`src/rtl/pwr_standby_pkg.sv`:
```
// Package: shared types of the standby controller.
// Assumes: mode codes are visible on the mode_o port, so their values are fixed.
package pwr_standby_pkg;
    typedef enum logic [1:0] {
        MODE_ACTIVE  = 2'b00,
        MODE_SLEEP   = 2'b01,
        MODE_STANDBY = 2'b10,
        MODE_SETTLE  = 2'b11
    } pwr_mode_e;

    localparam int WAIT_MAX_LOG = 18;   // log2 of the longest wait in states
    localparam logic [2:0] WAIT_CODE_RSVD = 3'b111;
endpackage

```
`src/rtl/pwr_standby_regs.sv`:
```
// Control register of the standby controller.
// Holds the standby select, the wait code, the bus-hold enable and the sticky
// error flag. Assumes writes can arrive in any mode; the select is never
// cleared by hardware.
module pwr_standby_regs
    import pwr_standby_pkg::*;
(
    input  logic       clk,
    input  logic       rst_n,
    input  logic       reg_we,
    input  logic [7:0] reg_wdata,
    output logic [7:0] reg_rdata,
    output logic       stby_sel,
    output logic [2:0] wait_code,
    output logic       bus_hold,
    output logic       cfg_err
);
    logic       sel_q;
    logic [2:0] code_q;
    logic       hold_q;
    logic       err_q;

    // Capture writable fields; the error flag only ever sets.
    always_ff @(posedge clk) begin
        if (!rst_n) begin
            sel_q  <= 1'b0;
            code_q <= 3'b000;
            hold_q <= 1'b0;
            err_q  <= 1'b0;
        end else if (reg_we) begin
            sel_q  <= reg_wdata[7];
            code_q <= reg_wdata[6:4];
            hold_q <= reg_wdata[1];
            if (reg_wdata[6:4] == WAIT_CODE_RSVD) begin
                err_q <= 1'b1;
            end
        end
    end

    // Assemble the read view.
    always_comb begin
        reg_rdata = {sel_q, code_q, 2'b00, hold_q, err_q};
    end

    assign stby_sel  = sel_q;
    assign wait_code = code_q;
    assign bus_hold  = hold_q;
    assign cfg_err   = err_q;

    assert_err_sticky_R8: assert property (@(posedge clk) disable iff (!rst_n)
        err_q |=> err_q);
endmodule

```
`src/rtl/pwr_wait_decode.sv`:
```
// Turns the 3-bit wait code into a settling length in clock states.
// Lengths are divided by 2^WAIT_SHIFT. The reserved code maps to the longest
// length. Assumes WAIT_SHIFT <= 10, so that every length is at least one state.
module pwr_wait_decode
    import pwr_standby_pkg::*;
#(
    parameter int WAIT_SHIFT = 0,
    parameter int CNT_W      = WAIT_MAX_LOG - WAIT_SHIFT + 1
) (
    input  logic [2:0]       wait_code,
    output logic [CNT_W-1:0] wait_len
);
    logic [4:0] lg;

    // Pick log2 of the length for the code.
    always_comb begin
        case (wait_code)
            3'b000:  lg = 5'd13;
            3'b001:  lg = 5'd14;
            3'b010:  lg = 5'd15;
            3'b011:  lg = 5'd16;
            3'b100:  lg = 5'd17;
            3'b101:  lg = 5'd18;
            3'b110:  lg = 5'd10;
            default: lg = 5'd18;
        endcase
    end

    // Scale and expand to a one-hot length.
    always_comb begin
        wait_len = CNT_W'(1) << (lg - 5'(WAIT_SHIFT));
    end

    // Decoded length is always a single power of two.
    always_comb begin
        assert_len_onehot_R7: assert ($onehot(wait_len));
    end
endmodule

```
`src/rtl/pwr_mode_fsm.sv`:
```
// Low-power mode sequencer with the settling countdown.
// Enters sleep or standby on sleep_req and leaves on irq_wake. After a
// standby wake it counts wait_len states before it returns to active.
// Assumes clk keeps running in every mode (it is the oscillator).
module pwr_mode_fsm
    import pwr_standby_pkg::*;
#(
    parameter int CNT_W = 19
) (
    input  logic             clk,
    input  logic             rst_n,
    input  logic             sleep_req,
    input  logic             irq_wake,
    input  logic             stby_sel,
    input  logic [CNT_W-1:0] wait_len,
    output pwr_mode_e        mode,
    output logic             resume_pulse
);
    pwr_mode_e        mode_q;
    logic [CNT_W-1:0] cnt_q;
    logic             resume_q;

    // Mode transitions, countdown and the resume pulse.
    always_ff @(posedge clk) begin
        if (!rst_n) begin
            mode_q   <= MODE_ACTIVE;
            cnt_q    <= '0;
            resume_q <= 1'b0;
        end else begin
            resume_q <= 1'b0;
            case (mode_q)
                MODE_ACTIVE: begin
                    if (sleep_req) begin
                        mode_q <= stby_sel ? MODE_STANDBY : MODE_SLEEP;
                    end
                end
                MODE_SLEEP: begin
                    if (irq_wake) begin
                        mode_q <= MODE_ACTIVE;
                    end
                end
                MODE_STANDBY: begin
                    if (irq_wake) begin
                        mode_q <= MODE_SETTLE;
                        cnt_q  <= wait_len - CNT_W'(1);
                    end
                end
                default: begin
                    if (cnt_q == '0) begin
                        mode_q   <= MODE_ACTIVE;
                        resume_q <= 1'b1;
                    end else begin
                        cnt_q <= cnt_q - CNT_W'(1);
                    end
                end
            endcase
        end
    end

    assign mode         = mode_q;
    assign resume_pulse = resume_q;

    assert_sleep_entry_R3: assert property (@(posedge clk) disable iff (!rst_n)
        (mode_q == MODE_ACTIVE && sleep_req && !stby_sel) |=> (mode_q == MODE_SLEEP));
    assert_stby_entry_R5: assert property (@(posedge clk) disable iff (!rst_n)
        (mode_q == MODE_ACTIVE && sleep_req && stby_sel) |=> (mode_q == MODE_STANDBY));
    assert_settle_countdown_R6: assert property (@(posedge clk) disable iff (!rst_n)
        (mode_q == MODE_SETTLE && cnt_q != '0) |=>
        (mode_q == MODE_SETTLE && cnt_q == $past(cnt_q) - CNT_W'(1)));
    assert_resume_after_settle_R6: assert property (@(posedge clk) disable iff (!rst_n)
        resume_q |-> ($past(mode_q) == MODE_SETTLE && mode_q == MODE_ACTIVE));
    assert_irq_ignored_active_R12: assert property (@(posedge clk) disable iff (!rst_n)
        (mode_q == MODE_ACTIVE && !sleep_req) |=> (mode_q == MODE_ACTIVE));
endmodule

```
`src/rtl/pwr_bus_ctrl.sv`:
```
// Pad-side bus behaviour in standby.
// Passes the CPU address and strobes through outside standby. In standby and
// settling it either floats both groups or holds the last address and drives
// every strobe high. Assumes strobes are active low.
module pwr_bus_ctrl
    import pwr_standby_pkg::*;
#(
    parameter int ADDR_W = 24,
    parameter int STRB_W = 12
) (
    input  logic              clk,
    input  logic              rst_n,
    input  pwr_mode_e         mode,
    input  logic              bus_hold,
    input  logic [ADDR_W-1:0] cpu_addr,
    input  logic [STRB_W-1:0] cpu_strobes,
    output logic [ADDR_W-1:0] bus_addr,
    output logic              bus_addr_oe,
    output logic [STRB_W-1:0] bus_strobes,
    output logic              bus_strobe_oe
);
    logic              in_stby;
    logic [ADDR_W-1:0] addr_q;

    assign in_stby = (mode == MODE_STANDBY) || (mode == MODE_SETTLE);

    // Track the address while the bus runs; freeze it in standby.
    always_ff @(posedge clk) begin
        if (!rst_n) begin
            addr_q <= '0;
        end else if (!in_stby) begin
            addr_q <= cpu_addr;
        end
    end

    // Select pad values and enables for the current mode.
    always_comb begin
        if (!in_stby) begin
            bus_addr      = cpu_addr;
            bus_strobes   = cpu_strobes;
            bus_addr_oe   = 1'b1;
            bus_strobe_oe = 1'b1;
        end else begin
            bus_addr      = addr_q;
            bus_strobes   = '1;
            bus_addr_oe   = bus_hold;
            bus_strobe_oe = bus_hold;
        end
    end

    assert_addr_frozen_R11: assert property (@(posedge clk) disable iff (!rst_n)
        (in_stby && $past(in_stby)) |-> $stable(bus_addr));
    assert_float_in_stby_R10: assert property (@(posedge clk) disable iff (!rst_n)
        (mode == MODE_STANDBY && !bus_hold) |-> (!bus_addr_oe && !bus_strobe_oe));
endmodule

```
`src/rtl/pwr_standby_ctrl.sv`:
```
// Top of the standby entry and wake-up controller.
// Connects the control register, the wait decoder, the mode sequencer and
// the bus pad control, and derives the clock enables from the mode.
// Assumes sleep_req is a one-cycle pulse and irq_wake is already masked.
module pwr_standby_ctrl
    import pwr_standby_pkg::*;
#(
    parameter int WAIT_SHIFT = 0,
    parameter int ADDR_W     = 24,
    parameter int STRB_W     = 12
) (
    input  logic              clk,
    input  logic              rst_n,
    input  logic              reg_we,
    input  logic [7:0]        reg_wdata,
    output logic [7:0]        reg_rdata,
    input  logic              sleep_req,
    input  logic              irq_wake,
    input  logic [ADDR_W-1:0] cpu_addr,
    input  logic [STRB_W-1:0] cpu_strobes,
    output logic [ADDR_W-1:0] bus_addr,
    output logic              bus_addr_oe,
    output logic [STRB_W-1:0] bus_strobes,
    output logic              bus_strobe_oe,
    output logic              cpu_clk_en,
    output logic              periph_clk_en,
    output logic              resume_pulse,
    output logic [1:0]        mode_o,
    output logic              cfg_err
);
    localparam int CNT_W = WAIT_MAX_LOG - WAIT_SHIFT + 1;

    logic             stby_sel;
    logic [2:0]       wait_code;
    logic             bus_hold;
    logic [CNT_W-1:0] wait_len;
    pwr_mode_e        mode;

    pwr_standby_regs u_regs (
        .clk       (clk),
        .rst_n     (rst_n),
        .reg_we    (reg_we),
        .reg_wdata (reg_wdata),
        .reg_rdata (reg_rdata),
        .stby_sel  (stby_sel),
        .wait_code (wait_code),
        .bus_hold  (bus_hold),
        .cfg_err   (cfg_err)
    );

    pwr_wait_decode #(.WAIT_SHIFT(WAIT_SHIFT), .CNT_W(CNT_W)) u_dec (
        .wait_code (wait_code),
        .wait_len  (wait_len)
    );

    pwr_mode_fsm #(.CNT_W(CNT_W)) u_fsm (
        .clk          (clk),
        .rst_n        (rst_n),
        .sleep_req    (sleep_req),
        .irq_wake     (irq_wake),
        .stby_sel     (stby_sel),
        .wait_len     (wait_len),
        .mode         (mode),
        .resume_pulse (resume_pulse)
    );

    pwr_bus_ctrl #(.ADDR_W(ADDR_W), .STRB_W(STRB_W)) u_bus (
        .clk           (clk),
        .rst_n         (rst_n),
        .mode          (mode),
        .bus_hold      (bus_hold),
        .cpu_addr      (cpu_addr),
        .cpu_strobes   (cpu_strobes),
        .bus_addr      (bus_addr),
        .bus_addr_oe   (bus_addr_oe),
        .bus_strobes   (bus_strobes),
        .bus_strobe_oe (bus_strobe_oe)
    );

    // Clock enables follow the mode: CPU only when active, peripherals also in sleep.
    always_comb begin
        cpu_clk_en    = (mode == MODE_ACTIVE);
        periph_clk_en = (mode == MODE_ACTIVE) || (mode == MODE_SLEEP);
        mode_o        = mode;
    end

    assert_stby_clocks_off_R5: assert property (@(posedge clk) disable iff (!rst_n)
        (mode_o[1] == 1'b1) |-> (!cpu_clk_en && !periph_clk_en));
endmodule

```
`config.mk`:
```
export PLATFORM = sky130hd
export DESIGN_NAME = pwr_standby_ctrl
export DESIGN_NICKNAME = d
export VERILOG_FILES = /design/src/rtl/pwr_standby_pkg.sv /design/src/rtl/pwr_standby_regs.sv /design/src/rtl/pwr_wait_decode.sv /design/src/rtl/pwr_mode_fsm.sv /design/src/rtl/pwr_bus_ctrl.sv /design/src/rtl/pwr_standby_ctrl.sv
export SDC_FILE = /design/constraint.sdc
export NUM_CORES = 1
export LEC_CHECK = 0
export ABC_CLOCK_PERIOD_IN_PS = 2300
export BUFFER_PORTS_ARGS = -buffer_cell sky130_fd_sc_hd__buf_2
export CORE_ASPECT_RATIO = 1.75
export CORE_MARGIN = 2
export CORE_UTILIZATION = 46
export CTS_BUF_LIST = sky130_fd_sc_hd__clkbuf_4
export DETAILED_ROUTE_END_ITERATION = 6
export PLACE_DENSITY = 0.78
export SYNTH_ARGS = -nofsm -noshare
export SYNTH_HDL_FRONTEND = slang
export SYNTH_SLANG_ARGS = --single-unit
```
`constraint.sdc`:
```
create_clock -name clk -period 2.3 [get_ports clk]
set_input_delay 0.46 -clock clk [delete_from_list [all_inputs] [get_ports clk]]
set_output_delay 0.46 -clock clk [all_outputs]
set_load 0.03 [all_outputs]
```
# After elaboration in Yosys (flattened, before gate mapping)
# Cells that the tools add are included.
[word_totals]
register_bits = 52
input_bits = 49
out_inout_bits = 52
wordCells = 51
[op_classes]
add_sub_neg = 2
eq_ne = 13
shifts = 1
mux = 14
n_bitwise = 2
n_reduce_logical = 11
[ops]
columns = ["operator", "n"]
rows = [
  ["$mux W19", 2],
  ["$pmux W19 S2", 1],
  ["$sub A19 B1 Y19 const B", 2],
  ["$pmux W5 S6", 1],
  ["$mux W24", 1],
  ["$logic_not A19 Y1", 1],
  ["$shl A1 B5 Y19 const A", 1],
  ["$mux W12", 1],
  ["$mux W2", 5],
  ["$eq A3 B3 Y1 const B", 3],
  ["$eq A3 B2 Y1 const B", 2],
  ["$ne A2 B2 Y1 const B", 3],
  ["$pmux W2 S3", 1],
  ["$eq A2 B2 Y1 const B", 2],
  ["$reduce_and A4 Y1", 1],
  ["$reduce_bool A4 Y1", 1],
  ["$reduce_or A4 Y1", 1],
  ["$eq A3 B1 Y1 const B", 1],
  ["$logic_not A3 Y1", 1],
  ["$reduce_and A3 Y1", 1],
  ["$eq A2 B1 Y1 const B", 1],
  ["$logic_not A2 Y1", 1],
  ["$logic_or A1 B1 Y1", 2],
  ["$mux W1", 2],
  ["4 further kinds", 5],
]

# Longest topological paths before layout
[logic_depth]
word_depth = 6
mapped_depth = 10
mapped_depth_nobuf = 10

# Hierarchy
# A second synthesis with hierarchy kept.
[hier_totals]
cells_unflattened = 385
hier_area_um2 = 3343.2
[modules_own_cells]
columns = ["mod", "instances", "cells_each", "area_each_um2", "seq_area_each_um2"]
rows = [
  ["pwr_mode_fsm", 1, 243, 1789.2, 440.4],
  ["pwr_bus_ctrl", 1, 92, 1106.1, 480.5],
  ["pwr_standby_regs", 1, 28, 291.5, 120.1],
  ["pwr_wait_decode", 1, 20, 148.9, 0.0],
  ["pwr_standby_ctrl", 1, 2, 7.5, 0.0],
]

# Least setup slack after synthesis
# No wires, ideal clock.
[synth_path]
kind = "flip-flop to output port"
start = "register u_fsm.mode_q[0] (netlist: u_fsm.mode[0])"
end = "output bus_addr[10]"
arrival_time_ns = 2.077
t_required_ns = 1.840
path_slack_ns = -0.237
path_stages_with_launch = 6
path_buffers = 1
path_cell_list = "dfxtp_1 > inv_1 > ha_1 > nor2_1 > clkbuf_1 > mux2_2"
[synth_via]
elab_chain_len = 3
elab_cells_between_ends = 4
cone_classes = "eq/ne: 2; mux: 1; reduce/logical: 1"
[synth_rtl]
columns = ["item", "line", "source"]
rows = [
  ["start, declared", "pwr_mode_fsm.sv:19", "pwr_mode_e mode_q;"],
  ["start signal, assigned", "pwr_mode_fsm.sv:34", "mode_q <= stby_sel ? MODE_STANDBY : MODE_SLEEP;"],
  ["$eq A2 B2 Y1", "pwr_bus_ctrl.sv:25", "assign in_stby = (mode == MODE_STANDBY) || (mode == MODE_SETTLE);"],
  ["$logic_or A1 B1 Y1 *", "pwr_bus_ctrl.sv:25", ""],
  ["$mux W24 *", "pwr_bus_ctrl.sv:38", "if (!in_stby) begin"],
  ["end, declared", "pwr_standby_ctrl.sv:21", "output logic [ADDR_W-1:0] bus_addr,"],
]
# Every way passes the cells marked *; elsewhere a longest branch is shown, timed or not.

# Worst setup path after layout
[layout_path]
start = "register u_fsm.mode_q[0] (netlist: u_fsm.mode[0])"
end = "output bus_addr[13]"
# Same word-level chain as after synthesis.

==> metrics <==
setup violators final=36; crit-path most repeated cell=buf_6; layout cells sized above 1=0.419; Area contributors post-synth=dfxtp_1 37%, mux2_2 9.7%, and2_1 5.6%, nor2_1 3.8%, o21ai_0 3.0%; CP max stage cell=dfxtp_4; Detailed Route WL=9500 microns; initial antenna violation count=1; CTS tree=done; Syn Inst Count=320; synthesis-stage register bit count=52; Clock Path Buffers=2; status=finished with violations; max-cap viol count=0; clock sink total=52; clock root buffer master=clkbuf_4; RSZ-0062 raised after global routing=yes; Reg clk slew, reported paths=0.16 ns; power per cell area=1740 nW/um^2; distinct cell type count after synthesis=63; most frequent cells in the layout=69 x buf_2, 50 x dfxtp_1, 31 x buf_6; post-synthesis sequential area ratio=0.372; CP Buf/Inv Count=5; Critical Path AT=2.02 ns; minimum clock period=2.48 ns; worst path required time=1.84 ns; VDD IR max=0.718 mV; Detail Placement HPWL=5490 microns; final hold vios=0; vias per inst=5.85; failing checks=negative setup slack; worst min path class=in -> reg; Site Rows=37; mapped cell area=2800 sq um; final worst slack=-0.184 ns; crit start category=flip-flop; fmax=403 MHz; Leakage Power=0.00182 uW; Area Growth Syn to Fin=40.9%; Post-synth EDFFs=0; largest net degree at the start of global routing=42; worst skew pair latency=0.40 ns; Tot Pwr=6850 uW; GR Util All Layers=0.278; die height=107 microns; CTS Buf Count=5; die area=6750 sq um; FFs w/ async S/R, synth=0; Final Cycle Share=1.08; ys flop type=dfxtp_1; global-route wire length before repair=14900 microns; H-tree levels=2; kind of critical path=reg -> out; routed len/inst=18.7 microns; starting density of the core=0.476; Antenna Violating Nets Remaining=0; Mapped Avg Cell Area=8.74 sq um; Overflow after GRT=0; Core Region=5880 sq um; vias in the first global route=3018; Final Skew=0.0181 ns; Pre-antenna DRT Iters=6; Routability Congestion=0.895; worst-path cell chain=inv_4 -> ha_4 -> buf_6 -> nor2_4 -> buf_6 -> buf_16 -> mux2_4 -> buf_6; Crit Path Max Fanout=6; top-area cell type share of the netlist area=0.372; I/O pins=101; leading area contributor after synthesis=dfxtp_1; crit path capture type=output pin; Max Slew Vio Count=0; Via Count=2979; Crit path max-delay family=buffers and inverters; Largest stage delay, worst path=0.42 ns; fin nets=483; DRC violations left=0; IO Port Bufs=95; Ys Warns=0; commonest non-fill, non-tap cell in the layout=buf_2; Setup TNS=-4.02 ns; Die W=63.0 microns; Initial DRC Count=243
[flip-flops by register name, indices dropped and copies added (netlist names)]
signal,flops
u_bus.addr_q,24
u_regs.bus_hold,1
u_regs.wait_code,3
u_fsm.mode,2
u_regs.cfg_err,1
u_regs.stby_sel,1
u_fsm.resume_pulse,1
u_fsm.cnt_q,19
[worst reg2reg max path: cells and delay by family, from the launching register on]
family / cells / cell delay (ns)
adder cells (fa/ha/maj): 1 / 0.16
buffers and inverters: 2 / 0.19
flip-flops: 1 / 0.42
AO/OA/AOI/OAI: 2 / 0.24
AND/OR/NAND/NOR: 3 / 1.19
[per-layer routing]
metal / vias up / global-route usage / share of wire
met3: 31 / 0.0451 / 0.055
met5: - / 0 / 0
met4: 0 / 0.148 / 0.041
met2: 159 / 0.530 / 0.56
li1: 1369 / - / -
met1: 1420 / 0.281 / 0.35
[Yosys cell counts, types with 2 or more instances]
master    count
a21o_1        2
and3_1        3
clkbuf_1     17
a21oi_1      11
or2_2         3
nand4_1       2
mux2i_1       5
nand2_1      12
buf_4         6
nand4b_1      2
nor3_1       10
o21ai_0      17
nor2b_1       2
a211oi_1      2
o311ai_0      2
nand3b_1      2
o22ai_1       3
or3_1        13
o211ai_1      2
xnor2_1       2
o32ai_1       2
inv_1         9
ha_1          5
nor4_1        4
dfxtp_1      52
a41oi_1       3
a31oi_1       6
mux2_2       24
nor2_1       28
and2_1       25
or4_1         3
nand3_1       9
o21a_1        2
[through the flow]
stage	hold WS, ns	setup WS (ns)	instance area [sq um]	std cells	utilization
2_1_floorplan	0.456	0.0183	2820	321	-
3_3_place_gp	0.470	0.0651	3420	487	0.582
6_report	0.305	-0.184	3940	509	0.670
4_1_cts	0.287	-0.104	3890	505	0.661
5_1_grt	0.323	-0.233	3940	509	0.670
3_5_place_dp	0.492	0.0540	3420	487	0.582
[report_power, final]
| part | internal [uW] | switching [uW] |
|---|---|---|
| Clock | 129 | 301 |
| Combinational | 2250 | 2760 |
| Sequential | 1150 | 257 |
| Total | 3530 | 3320 |
[cell type report]
class	instances	area, sq um
Tap cell	78	97.6
Inverter	10	40.0
Antenna cell	1	2.50
Sequential cell	52	1050
Multi-Input combinational cell	234	1770
Fill cell	414	1940
Timing Repair Buffer	126	930
Clock inverter	2	11.3
Clock buffer	6	45.0
[timing repair]
item / CTS / global route
cloned: 3 / 0
pin swaps: 2 / 3
hold buffers: 0 / 0
buffers inserted: 7 / 5
endpoints found under the setup margin: 38 / 52
resized for setup: 84 / 19
[kinds of logic after synthesis]
logic type      after synthesis  synth area share
simple gates                126             0.254
mux                          29             0.114
xor+xnor                      3           0.00939
buf+inv                      35            0.0577
fa+ha+maj                     5            0.0224
flops                        52             0.372
other cells                   1           0.00134
compound gates               69             0.169
[path summary, 6_finish.rpt]
path	startpoint	to	slack [ns]	cells after the start
setup / recovery	u_fsm.mode[0]	bus_addr[13]	-0.18	8
hold / removal	reg_wdata[1]	u_regs.bus_hold	0.31	3
setup reg to reg	u_fsm.mode[0]	u_fsm.mode[0]	0.01	8
hold reg to reg	u_fsm.cnt_q[12]	u_fsm.cnt_q[12]	0.53	2
Note: power is estimated with default switching activity, not from simulation.
